<file path="src/rtl/lin_baud_gen.sv">
module lin_baud_gen #(
  parameter int PW = 8
) (
  input  logic          clk,
  input  logic          rst_n,
  input  logic          char_start_i,
  input  logic [PW-1:0] presc_i,
  input  logic [3:0]    frac_i,
  input  logic [2:0]    mod_code_i,
  input  logic          lin_mode_i,
  input  logic          commander_i,
  input  logic [1:0]    field_i,
  output logic          bit_tick_o,
  output logic          sample_tick_o,
  output logic [3:0]    bit_idx_o
);
  localparam int CW = PW + 5;
  localparam logic [3:0] LAST_SLOT = 4'd9;
  localparam logic [1:0] FLD_SYNC = 2'b00;

  logic          active;
  logic [CW-1:0] cnt;
  logic [3:0]    idx;
  logic [PW-1:0] p_q;
  logic [3:0]    m_q;
  logic [9:0]    mask_q;

  function automatic logic [9:0] code_mask(input logic [2:0] code);
    case (code)
      3'd1:    code_mask = 10'h101;
      3'd2:    code_mask = 10'h111;
      3'd3:    code_mask = 10'h115;
      3'd4:    code_mask = 10'h155;
      3'd5:    code_mask = 10'h357;
      3'd6:    code_mask = 10'h377;
      3'd7:    code_mask = 10'h37F;
      default: code_mask = 10'h000;
    endcase
  endfunction

  wire           mod_on   = lin_mode_i && (commander_i || field_i != FLD_SYNC);
  wire [9:0]     mask_sh  = mask_q >> idx;
  wire           p_zero   = (p_q == '0);
  wire           stretch  = !p_zero && mask_sh[0];
  wire [CW-1:0]  base_len = p_zero ? CW'(32)
                                   : CW'({p_q, 4'b0000}) + CW'(16) + CW'(m_q);
  wire [CW-1:0]  slot_len = base_len + CW'(stretch);
  wire           last_clk = active && (cnt == slot_len - CW'(1));

  assign bit_tick_o    = last_clk;
  assign sample_tick_o = active && (cnt == (slot_len >> 1));
  assign bit_idx_o     = idx;

  always_ff @(posedge clk or negedge rst_n) begin
    if (!rst_n) begin
      active <= 1'b0;
      cnt    <= '0;
      idx    <= '0;
      p_q    <= '0;
      m_q    <= '0;
      mask_q <= '0;
    end else if (char_start_i) begin
      active <= 1'b1;
      cnt    <= '0;
      idx    <= '0;
      p_q    <= presc_i;
      m_q    <= frac_i;
      mask_q <= mod_on ? code_mask(mod_code_i) : 10'h000;
    end else if (active) begin
      if (last_clk) begin
        cnt <= '0;
        if (idx == LAST_SLOT) begin
          active <= 1'b0;
          idx    <= '0;
        end else begin
          idx <= idx + 4'd1;
        end
      end else begin
        cnt <= cnt + CW'(1);
      end
    end
  end
endmodule


</file>
<file path="config.mk">
export PLATFORM = sky130hd
export DESIGN_NAME = lin_baud_gen
export DESIGN_NICKNAME = d
export VERILOG_FILES = /design/src/rtl/lin_baud_gen.sv
export SDC_FILE = /design/constraint.sdc
export NUM_CORES = 1
export LEC_CHECK = 0
export BUFFER_PORTS_ARGS = -buffer_cell sky130_fd_sc_hd__buf_2
export CAP_MARGIN = 20
export CORE_ASPECT_RATIO = 0.75
export CORE_UTILIZATION = 66
export DETAILED_ROUTE_END_ITERATION = 7
export PLACE_DENSITY_LB_ADDON = 0.05
export SYNTH_ARGS = -nofsm -noshare
export SYNTH_HDL_FRONTEND = slang
export SYNTH_SLANG_ARGS = --single-unit
</file>
<file path="constraint.sdc">
create_clock -name clk -period 10.5 [get_ports clk]
set_clock_uncertainty 0.15 [all_clocks]
set_input_delay 2.1 -clock clk [delete_from_list [all_inputs] [get_ports clk]]
set_output_delay 2.1 -clock clk [all_outputs]
set_load 0.02 [all_outputs]
</file>
==> results of run 1 <==
[cells in the final DEF, fill, tap and decap left out, drive strengths merged, types with 3 or more instances in the layout]
cell,n
nor4,6
or3,4
nor2,30
mux2,8
a21oi,13
ha,8
nand4,8
dfrtp,37
nor3,15
o2111ai,4
buf,27
inv,16
a32o,3
mux2i,3
clkbuf,5
and4b,3
and3,4
o32ai,5
o2bb2ai,5
xor2,20
o21ai,17
nand3,15
nand2b,4
a31oi,4
o211a,3
and4,4
o211ai,3
nor2b,3
xnor2,34
and2,5
nand2,24
[layer usage]
metal  track usage, %  routed length, µm  vias up
li1                 -                  -     1337
met1             48.1               3870     1346
met2             44.1               3240      112
met3             8.26                625        7
met4             11.2                 92        0
met5                0                  0        -
[power by group through the flow]
| stage | Sequential [W] | Clock (W) | Combinational [W] |
|---|---|---|---|
| after detailed placement | 0.000167 | 0 | 0.000107 |
| after global routing | 0.000167 | 0.000158 | 0.000120 |
| after CTS | 0.000165 | 0.000151 | 0.000109 |
| after global placement | 0.000167 | 0 | 0.000106 |
| after floorplan | 0.000158 | 0 | 0.0000929 |
| final | 0.000165 | 0.000151 | 0.000111 |
[kinds of logic after synthesis]
family          count (synthesis)
buf+inv                        40
simple gates                  137
mux                            11
flops                          37
xor+xnor                       57
compound gates                 74
fa+ha+maj                       8
[worst max path at each step]
stage | cells after the start | slack, ns | end | start
floorplan | 19 | 4.14 | bit_tick_o | p_q[0]$_DFFE_PN0P_
global placement | 17 | 3.88 | bit_tick_o | p_q[0]$_DFFE_PN0P_
detailed placement | 17 | 3.66 | bit_tick_o | p_q[0]$_DFFE_PN0P_
CTS | 17 | 3.28 | bit_tick_o | p_q[0]$_DFFE_PN0P_
global route | 17 | 2.93 | bit_tick_o | p_q[0]$_DFFE_PN0P_
finish | 17 | 3.25 | bit_tick_o | p_q[0]$_DFFE_PN0P_
[state kept, by name (all words and copies together) (netlist names)]
signal	cells
bit_idx_o	4
m_q	4
active	1
mask_q	7
cnt	13
p_q	8
[stage by stage]
step / instance area, µm² / utilization (%) / worst slack [ns] / total power [W] / hold slack, ns
2_1_floorplan: 3300 / - / 4.14 / 0.000251 / 0.301
3_3_place_gp: 3380 / 73.1 / 3.88 / 0.000272 / 0.319
3_5_place_dp: 3380 / 73.1 / 3.66 / 0.000275 / 0.318
4_1_cts: 3520 / 76.0 / 3.28 / 0.000425 / 0.340
5_1_grt: 3520 / 76.0 / 2.93 / 0.000444 / 0.373
6_report: 3520 / 76.0 / 3.25 / 0.000427 / 0.342
[final cells by class]
| cell class | instances | area, µm² |
|---|---|---|
| tap | 57 | 71.3 |
| fill | 357 | 1110 |
| inverter | 16 | 60.1 |
| clock inverter | 3 | 65.1 |
| clock buffer | 5 | 68.8 |
| multi-input combinational | 287 | 2190 |
| sequential | 37 | 926 |
| timing repair buffer | 27 | 135 |
[worst reg2reg max path, stage by stage (launching register included)]
cell                       delay (ns)
sky130_fd_sc_hd__dfrtp_1         0.53
sky130_fd_sc_hd__inv_1           0.18
sky130_fd_sc_hd__ha_1            0.16
sky130_fd_sc_hd__nor3b_2         0.22
sky130_fd_sc_hd__and2_1          0.58
sky130_fd_sc_hd__nor2_1          0.12
sky130_fd_sc_hd__ha_1            0.29
sky130_fd_sc_hd__ha_1            0.35
sky130_fd_sc_hd__inv_1           0.08
sky130_fd_sc_hd__ha_1            0.22
sky130_fd_sc_hd__nand3_1         0.14
sky130_fd_sc_hd__o32ai_4         0.43
sky130_fd_sc_hd__nand4_1         0.18
sky130_fd_sc_hd__xnor2_1         0.17
sky130_fd_sc_hd__a2111o_1        0.40
sky130_fd_sc_hd__nor4_4          0.37
sky130_fd_sc_hd__nand4b_4        0.22
sky130_fd_sc_hd__nand2_1         0.39
sky130_fd_sc_hd__nor2_1          0.12
==> Implementation_results.wiki, run 1 <==
{| class="wikitable"
! Metric !! Value
|-
| Post-CTS setup-driven buffer insertion count || 0
|-
| Kind of start point of the critical path || flop
|-
| Port Buf Inserts || 27
|-
| Die Height || 63.3 µm
|-
| Most common flop cell mapped by yosys || sky130_fd_sc_hd__dfrtp_1
|-
| Remaining routing DRC violations || 0
|-
| Clock net sink count || 37
|-
| Async set-reset flop share out of synthesis || between 90% and 100%
|-
| Share of post-route cells with drive strength above 1 || about 17%
|-
| First drt pass iteration count || 5
|-
| Clock root buffer master || sky130_fd_sc_hd__clkbuf_8
|-
| Wire length of the first global-routing pass || about 13000 µm
|-
| Hold buffers post-CTS || 0
|-
| Fin nets || just over 400
|-
| Delay of the slowest critical-path stage || just under 0.6 ns
|-
| Vias per cell || ~6.5
|-
| Critical Path Most Common Cell || sky130_fd_sc_hd__ha_1
|-
| Max VDD drop || roughly 0.000083 V
|-
| Avg WL per Cell || 18.1 µm
|-
| Starting density of the core || 71.5%
|-
| Number of CTS-inserted buffers || 5
|-
| Total gr overflow || 0
|-
| Post-layout instance count excluding filler cells || ~430
|-
| Total of flip-flops plus latches after synthesis || 37
|-
| Synth top area share || ~28%
|-
| Switch Pwr || about 0.00014 W
|-
| Clock latency reported for the late side of the worst-skew pair || about 0.31 ns
|-
| XOR/XNOR share of the synthesized area || roughly 18%
|-
| Gate family responsible for the most delay along the worst path || simple AND/OR/NAND/NOR gates
|-
| Count of cells resized by post-cts repair || 0
|-
| Kind of critical path || reg -> out
|-
| Mean post-synth cell area || a little over 9 µm²
|-
| Placed Instances || between 400 and 500
|-
| Pwr per Cell Area || ~120 nW/µm²
|-
| Count of mapped cells out of synthesis || roughly 360
|-
| Syn nets || 394
|-
| Switching share of power || about a third
|-
| Simple-gate share of the synthesized area || about a quarter
|-
| Data arrival, critical path || around 5.0 ns
|-
| Antenna violation net count after detailed routing || 0
|-
| Number of synthesized flops with an enable pin || 0
|-
| Setup violation total in the final timing report || 0
|-
| Worst min path class || reg -> reg
|-
| Count of yosys warnings during synthesis || 0
|-
| Compound-Gate Fraction of Synth Area || 16.9%
|-
| Slew Limit Headroom || approximately 40%
|-
| 1st-iter DRT viols || 232
|-
| Highest clock rate || 0.138 GHz
|-
| Combined buffer and inverter count along the critical path || 3
|-
| Detailed-route wire length || between 7000 and 8000 µm
|-
| Largest net degree at the start of global routing || 38
|-
| Standard cell with the maximum stage delay on the critical path || sky130_fd_sc_hd__and2_1
|-
| Register-to-Register Setup Slack || about 5 ns
|-
| Slew at the pin with the worst max-slew slack || 0.871 ns
|-
| Min cycle time layout || approximately 7.3 ns
|-
| TritonCTS clock tree || built
|-
| Largest cells by area after synthesis || sky130_fd_sc_hd__dfrtp_1, sky130_fd_sc_hd__xnor2_1, sky130_fd_sc_hd__xor2_1
|-
| Status || completed
|-
| Placement row count || 21
|-
| Clock tree buffer depth || 2
|-
| Combinational family with the most area after synthesis || simple AND/OR/NAND/NOR gates
|-
| Antenna violations before repair || 0
|-
| Critical-path cell list || inv_1, ha_1, nor3b_2, and2_1, nor2_1, ha_1, ha_1, inv_1, ha_1, nand3_1, o32ai_4, nand4_1, xnor2_1, a2111o_1, nor3_1, and4_1, buf_2
|-
| Final Hold Violating Endpoints || 0
|-
| Maximum capacitance violations || 0
|-
| Sequential cell area fraction in the yosys report || 28.0%
|-
| R2R depth || 18
|-
| Share of power burned in combinational logic || 26.0%
|-
| Synthesis-to-finish area growth || 6.40%
|-
| Internal power || just under 0.0003 W
|-
| ANT cells || 0
|-
| Reported leakage power || 1.43 nW
|-
| Worst Hold Endpoint || mask_q[1]$_DFFE_PN0P_
|-
| Most used standard cell by instance count after synthesis || sky130_fd_sc_hd__dfrtp_1
|-
| Accumulated negative setup slack || 0 ns
|-
| Min-Delay Startpoint || mask_q[1]$_DFFE_PN0P_
|-
| Yosys top cell by area || sky130_fd_sc_hd__dfrtp_1
|-
| CORE AREA || about 4600 µm²
|-
| Clock network fraction of design power || between 30% and 40%
|-
| Element type at the critical path end || primary output
|-
| Required arrival time at the worst endpoint || 8.25 ns
|-
| Count of pins over their slew limit || 0
|-
| RSZ-0062 raised after global routing || no
|-
| Detailed placer's ending HPWL || roughly 5700 µm
|-
| Reg2reg end || cnt[9]$_DFFE_PN0P_
|-
| Startpoint of the worst-slack reg-to-reg timing path || p_q[0]$_DFFE_PN0P_
|-
| Reg power frac || about two fifths
|-
| Synth cell count leaders || sky130_fd_sc_hd__dfrtp_1, sky130_fd_sc_hd__nor2_1, sky130_fd_sc_hd__xnor2_1
|-
| Area of the mapped netlist || around 3300 µm²
|-
| Aggregate global-route resource usage || 32.0%
|-
| Die width || 83.7 µm
|-
| Number of vias in the routed layout || about 2800
|-
| Mux cell area share after synthesis || under 10%
|-
| Adder and majority cell fraction of the synthesized area || around 3.0%
|-
| Die ar. || approximately 5300 µm²
|-
| Fraction of the cycle the final worst path needs || roughly 70%
|-
| Clock transition time at the flip-flop clock pins of the worst setup and hold paths || 0.09 ns
|-
| H-tree depth || 2
|-
| Number of global-route vias before repair || approximately 2600
|-
| Hold path cells || 1
|-
| Boundary Pins || 28
|-
| GPL Wtd Cong || approximately 0.94
|-
| Distinct cells, synth || just over 70
|-
| Critical path peak fanout || 14
|}
Note: power is estimated with default switching activity, not from simulation.
==> inputs of run 2 (changes only) <==
Settings changed: ABC_AREA from default to 1, CORE_UTILIZATION 66 to 61.
Clock period 10.5 ns to 7 ns, I/O delays scaled along.
==> run 2 against run 1 <==
  * Critical path depth is 5 higher
  * Via count is 12% higher
  * Worst setup slack worse by 1.8 ns
  * Count of clock-buffer cells in the layout is 1 higher
  * Sequential share of layout area hardly changed
  * Largest cell class unchanged
==> Implementation_results.wiki, run 2 <==
{| class="wikitable"
! Metric !! Value
|-
| Status || completed (unchanged)
|-
| Number of global-route vias before repair || 2844 (was 2595)
|-
| Count of pins over their slew limit || 0 (unchanged)
|-
| GPL Wtd Cong || 0.878 (was 0.936)
|-
| Fin nets || 552 (was 404)
|-
| Wire length of the first global-routing pass || 12700 µm (was 13100 µm)
|-
| Slew at the pin with the worst max-slew slack || 0.859 ns (was 0.871 ns)
|-
| Port Buf Inserts || 27 (unchanged)
|-
| Data arrival, critical path || 3.97 ns (was 5.00 ns)
|-
| Vias per cell || 5.29 (was 6.49)
|-
| Hold buffers post-CTS || 0 (unchanged)
|-
| Min cycle time layout || 5.52 ns
|-
| Critical path peak fanout || 15 (was 14)
|-
| Fraction of the cycle the final worst path needs || 78.9%
|-
| Detailed placer's ending HPWL || 5650 µm (was 5720 µm)
|-
| Clock transition time at the flip-flop clock pins of the worst setup and hold paths || 0.08 ns (was 0.09 ns)
|-
| Synth cell count leaders || sky130_fd_sc_hd__nand2_1, sky130_fd_sc_hd__inv_1, sky130_fd_sc_hd__nor2_1 (was sky130_fd_sc_hd__dfrtp_1, sky130_fd_sc_hd__nor2_1, sky130_fd_sc_hd__xnor2_1)
|-
| ANT cells || 0 (unchanged)
|-
| Kind of start point of the critical path || flop (unchanged)
|-
| Post-CTS setup-driven buffer insertion count || 0 (unchanged)
|-
| Synthesis-to-finish area growth || 8.06% (was 6.40%)
|-
| Final Hold Violating Endpoints || 0 (unchanged)
|-
| Core utilization of the finished layout || 70.3% (was 76.0%)
|-
| Async set-reset flop share out of synthesis || 100% (unchanged)
|-
| Count of mapped cells out of synthesis || 494 (was 364)
|-
| Antenna violation net count after detailed routing || 0 (unchanged)
|-
| Worst min path class || reg -> reg (unchanged)
|-
| Count of yosys warnings during synthesis || 0 (unchanged)
|-
| Clock root buffer master || sky130_fd_sc_hd__clkbuf_8 (unchanged)
|-
| Slew Limit Headroom || 42.7% (was 41.2%)
|-
| CORE AREA || 5010 µm² (was 4620 µm²)
|-
| Die width || 86.4 µm (was 83.7 µm)
|-
| Largest cells by area after synthesis || sky130_fd_sc_hd__dfrtp_1, sky130_fd_sc_hd__nand2_1, sky130_fd_sc_hd__inv_1 (was sky130_fd_sc_hd__dfrtp_1, sky130_fd_sc_hd__xnor2_1, sky130_fd_sc_hd__xor2_1)
|-
| Element type at the critical path end || primary output (unchanged)
|-
| Number of vias in the routed layout || 3147 (was 2802)
|-
| Final-layout fill cell count || 452 (was 357)
|-
| Number of synthesized flops with an enable pin || 0 (unchanged)
|-
| Avg WL per Cell || 12.1 µm (was 18.1 µm)
|-
| Number of flip-flops under the largest register name || 13 (unchanged)
|-
| Worst slack after detailed placement || 1.89 ns (was 3.66 ns)
|-
| Largest net degree at the start of global routing || 38 (unchanged)
|-
| Most used cells in the layout excluding fill and tap cells || sky130_fd_sc_hd__nand2_1, sky130_fd_sc_hd__inv_1, sky130_fd_sc_hd__nor2_1 (was sky130_fd_sc_hd__dfrtp_1, sky130_fd_sc_hd__nor2_1, sky130_fd_sc_hd__xnor2_1)
|-
| Placement row count || 22 (was 21)
|-
| Highest clock rate || roughly 0.18 GHz
|-
| Starting density of the core || 65.0% (was 71.5%)
|-
| Setup violation total in the final timing report || 0 (unchanged)
|-
| Total of flip-flops plus latches after synthesis || 37 (unchanged)
|-
| Clock latency reported for the late side of the worst-skew pair || 0.29 ns (was 0.31 ns)
|-
| Number of CTS-inserted buffers || 5 (unchanged)
|-
| Die ar. || 5640 µm² (was 5300 µm²)
|-
| Yosys top cell by area || sky130_fd_sc_hd__dfrtp_1 (unchanged)
|-
| Aggregate global-route resource usage || 28.6% (was 32.0%)
|-
| Placed standard-cell area || 3430 µm² (was 3380 µm²)
|-
| Syn nets || 524 (was 394)
|-
| H-tree depth || 2 (unchanged)
|-
| Die Height || 65.3 µm (was 63.3 µm)
|-
| Mean post-synth cell area || 6.60 µm² (was 9.08 µm²)
|-
| Max VDD drop || 0.000108 V (was 0.0000833 V)
|-
| Area of combinational cells with multiple inputs || 2010 µm² (was 2190 µm²)
|-
| Pwr per Cell Area || 159 nW/µm² (was 122 nW/µm²)
|-
| Total gr overflow || 0 (unchanged)
|-
| First drt pass iteration count || 5 (unchanged)
|-
| Reported leakage power || 1.75 nW (was 1.43 nW)
|-
| Post-route design area || 3520 µm² (about the same)
|-
| Area of the mapped netlist || 3260 µm² (was 3300 µm²)
|-
| Commonest non-fill, non-tap cell in the layout || sky130_fd_sc_hd__nand2_1 (was sky130_fd_sc_hd__dfrtp_1)
|-
| Distinct cells, synth || 36 (was 72)
|-
| Clock net sink count || 37 (unchanged)
|-
| Most used standard cell by instance count after synthesis || sky130_fd_sc_hd__nand2_1 (was sky130_fd_sc_hd__dfrtp_1)
|-
| Antenna violations before repair || 0 (unchanged)
|-
| Remaining routing DRC violations || 0 (unchanged)
|-
| Most common flop cell mapped by yosys || sky130_fd_sc_hd__dfrtp_1 (unchanged)
|-
| Worst Setup Slack, final || 1.48 ns (was 3.25 ns)
|-
| 1st-iter DRT viols || 139 (was 232)
|-
| Sequential cell area fraction in the yosys report || 28.4% (was 28.0%)
|-
| Maximum capacitance violations || 0 (unchanged)
|-
| Kind of critical path || reg -> out (unchanged)
|-
| TritonCTS clock tree || built (unchanged)
|-
| Sequential standard cell area || 926 µm² (unchanged)
|-
| RSZ-0062 raised after global routing || no (unchanged)
|-
| Accumulated negative setup slack || 0 ns (unchanged)
|-
| Required arrival time at the worst endpoint || 5.45 ns (was 8.25 ns)
|-
| Most flops, register || cnt (unchanged)
|-
| Clock tree buffer depth || 2 (unchanged)
|-
| Detailed-route wire length || 7220 µm (was 7820 µm)
|-
| Boundary Pins || 28 (unchanged)
|-
| Count of cells resized by post-cts repair || 0 (unchanged)
|-
| Synth top area share || 28.4% (was 28.0%)
|-
| Share of post-route cells with drive strength above 1 || 15.7% (was 17.1%)
|-
| Biggest regs || cnt x13, p_q x8, mask_q x7 (unchanged)
|}
## run 2: changes by cell type after synthesis, sizes merged, moves of 13 or more
| cell | change |
|---|---|
| inv | +56 |
| xnor2 | -31 |
| nand3 | +32 |
| nor2 | +29 |
| o21ai | +13 |
| nand2 | +142 |
## run 2: cell families (layout without fill, tap and decap cells)
logic type                 count (synthesis)  count (layout)  synth area share [%]
AOI/OAI and AO/OA                         47              47                  8.79
muxes                                      1               1                 0.307
buffers and inverters                     79             108                  9.95
adders and majority gates                  8               8                  3.07
xor gates and xnor gates                  17              17                  4.57
and+or+nand+nor                          305             305                  44.9
DFF                                       37              37                  28.4
## run 2: area by class of cell
type / instances / area share, %
Multi-Input combinational cell: 378 / 57.0
Tap cell: 72 / 2.56
Sequential cell: 37 / 26.3
Inverter: 73 / 7.78
Timing Repair Buffer: 27 / 3.84
Clock buffer: 6 / 2.06
Clock inverter: 2 / 0.426
## run 2: path summary, 6_finish.rpt
check / end / slack (ns) / start / cells past startpoint
worst max-delay path: bit_tick_o / 1.48 / p_q[0]$_DFFE_PN0P_ / 22
worst min-delay path: mask_q[5]$_DFFE_PN0P_ / 0.36 / mask_q[5]$_DFFE_PN0P_ / 1
worst max register to register: bit_idx_o[0]$_DFFE_PN0P_ / 2.94 / p_q[0]$_DFFE_PN0P_ / 24
worst min register to register: mask_q[5]$_DFFE_PN0P_ / 0.36 / mask_q[5]$_DFFE_PN0P_ / 1
max in group asynchronous: cnt[11]$_DFFE_PN0P_ / 5.10 / rst_n / 1
min in group asynchronous: p_q[6]$_DFFE_PN0P_ / 1.04 / rst_n / 1
## run 2: through the flow
stage	hold WS (ns)	power [W]	std cells
final	0.356	0.000560	595
after global routing	0.401	0.000597	595
after CTS	0.361	0.000560	595
after detailed placement	0.343	0.000407	587
after global placement	0.329	0.000403	587
after floorplan	0.298	0.000371	494
## run 2: critical path, cell delays in order (launching register included)
cell	delay, ns
sky130_fd_sc_hd__dfrtp_1	0.42
sky130_fd_sc_hd__inv_1	0.14
sky130_fd_sc_hd__ha_1	0.23
sky130_fd_sc_hd__nand2_2	0.08
sky130_fd_sc_hd__nor2_4	0.04
sky130_fd_sc_hd__nand2_4	0.16
sky130_fd_sc_hd__inv_1	0.11
sky130_fd_sc_hd__a21oi_1	0.15
sky130_fd_sc_hd__ha_1	0.19
sky130_fd_sc_hd__ha_1	0.24
sky130_fd_sc_hd__nand2_1	0.07
sky130_fd_sc_hd__inv_1	0.07
sky130_fd_sc_hd__nand3_2	0.14
sky130_fd_sc_hd__nor2_4	0.18
sky130_fd_sc_hd__nand4_1	0.15
sky130_fd_sc_hd__o21ai_0	0.31
sky130_fd_sc_hd__inv_1	0.13
sky130_fd_sc_hd__nand2_1	0.10
sky130_fd_sc_hd__nand2_1	0.06
sky130_fd_sc_hd__nand3_1	0.08
sky130_fd_sc_hd__nand2_2	0.08
sky130_fd_sc_hd__nor4_1	0.32
sky130_fd_sc_hd__buf_2	0.23
## run 2: layer usage
layer	vias up	part of all wire [%]	global-route usage (%)
met5	-	0	0
met4	0	1.1	6.67
met3	12	5.9	6.03
met2	81	45	48.6
met1	1414	48	37.4
li1	1640	-	-
## run 2: report_power, final
part / internal [W] / total (W) / switching, W / leakage (nW)
logic: 0.0000572 / 0.000169 / 0.000112 / 1.23
clock network: 0.0000703 / 0.000155 / 0.0000849 / 0.0374
registers: 0.000224 / 0.000235 / 0.0000109 / 0.481
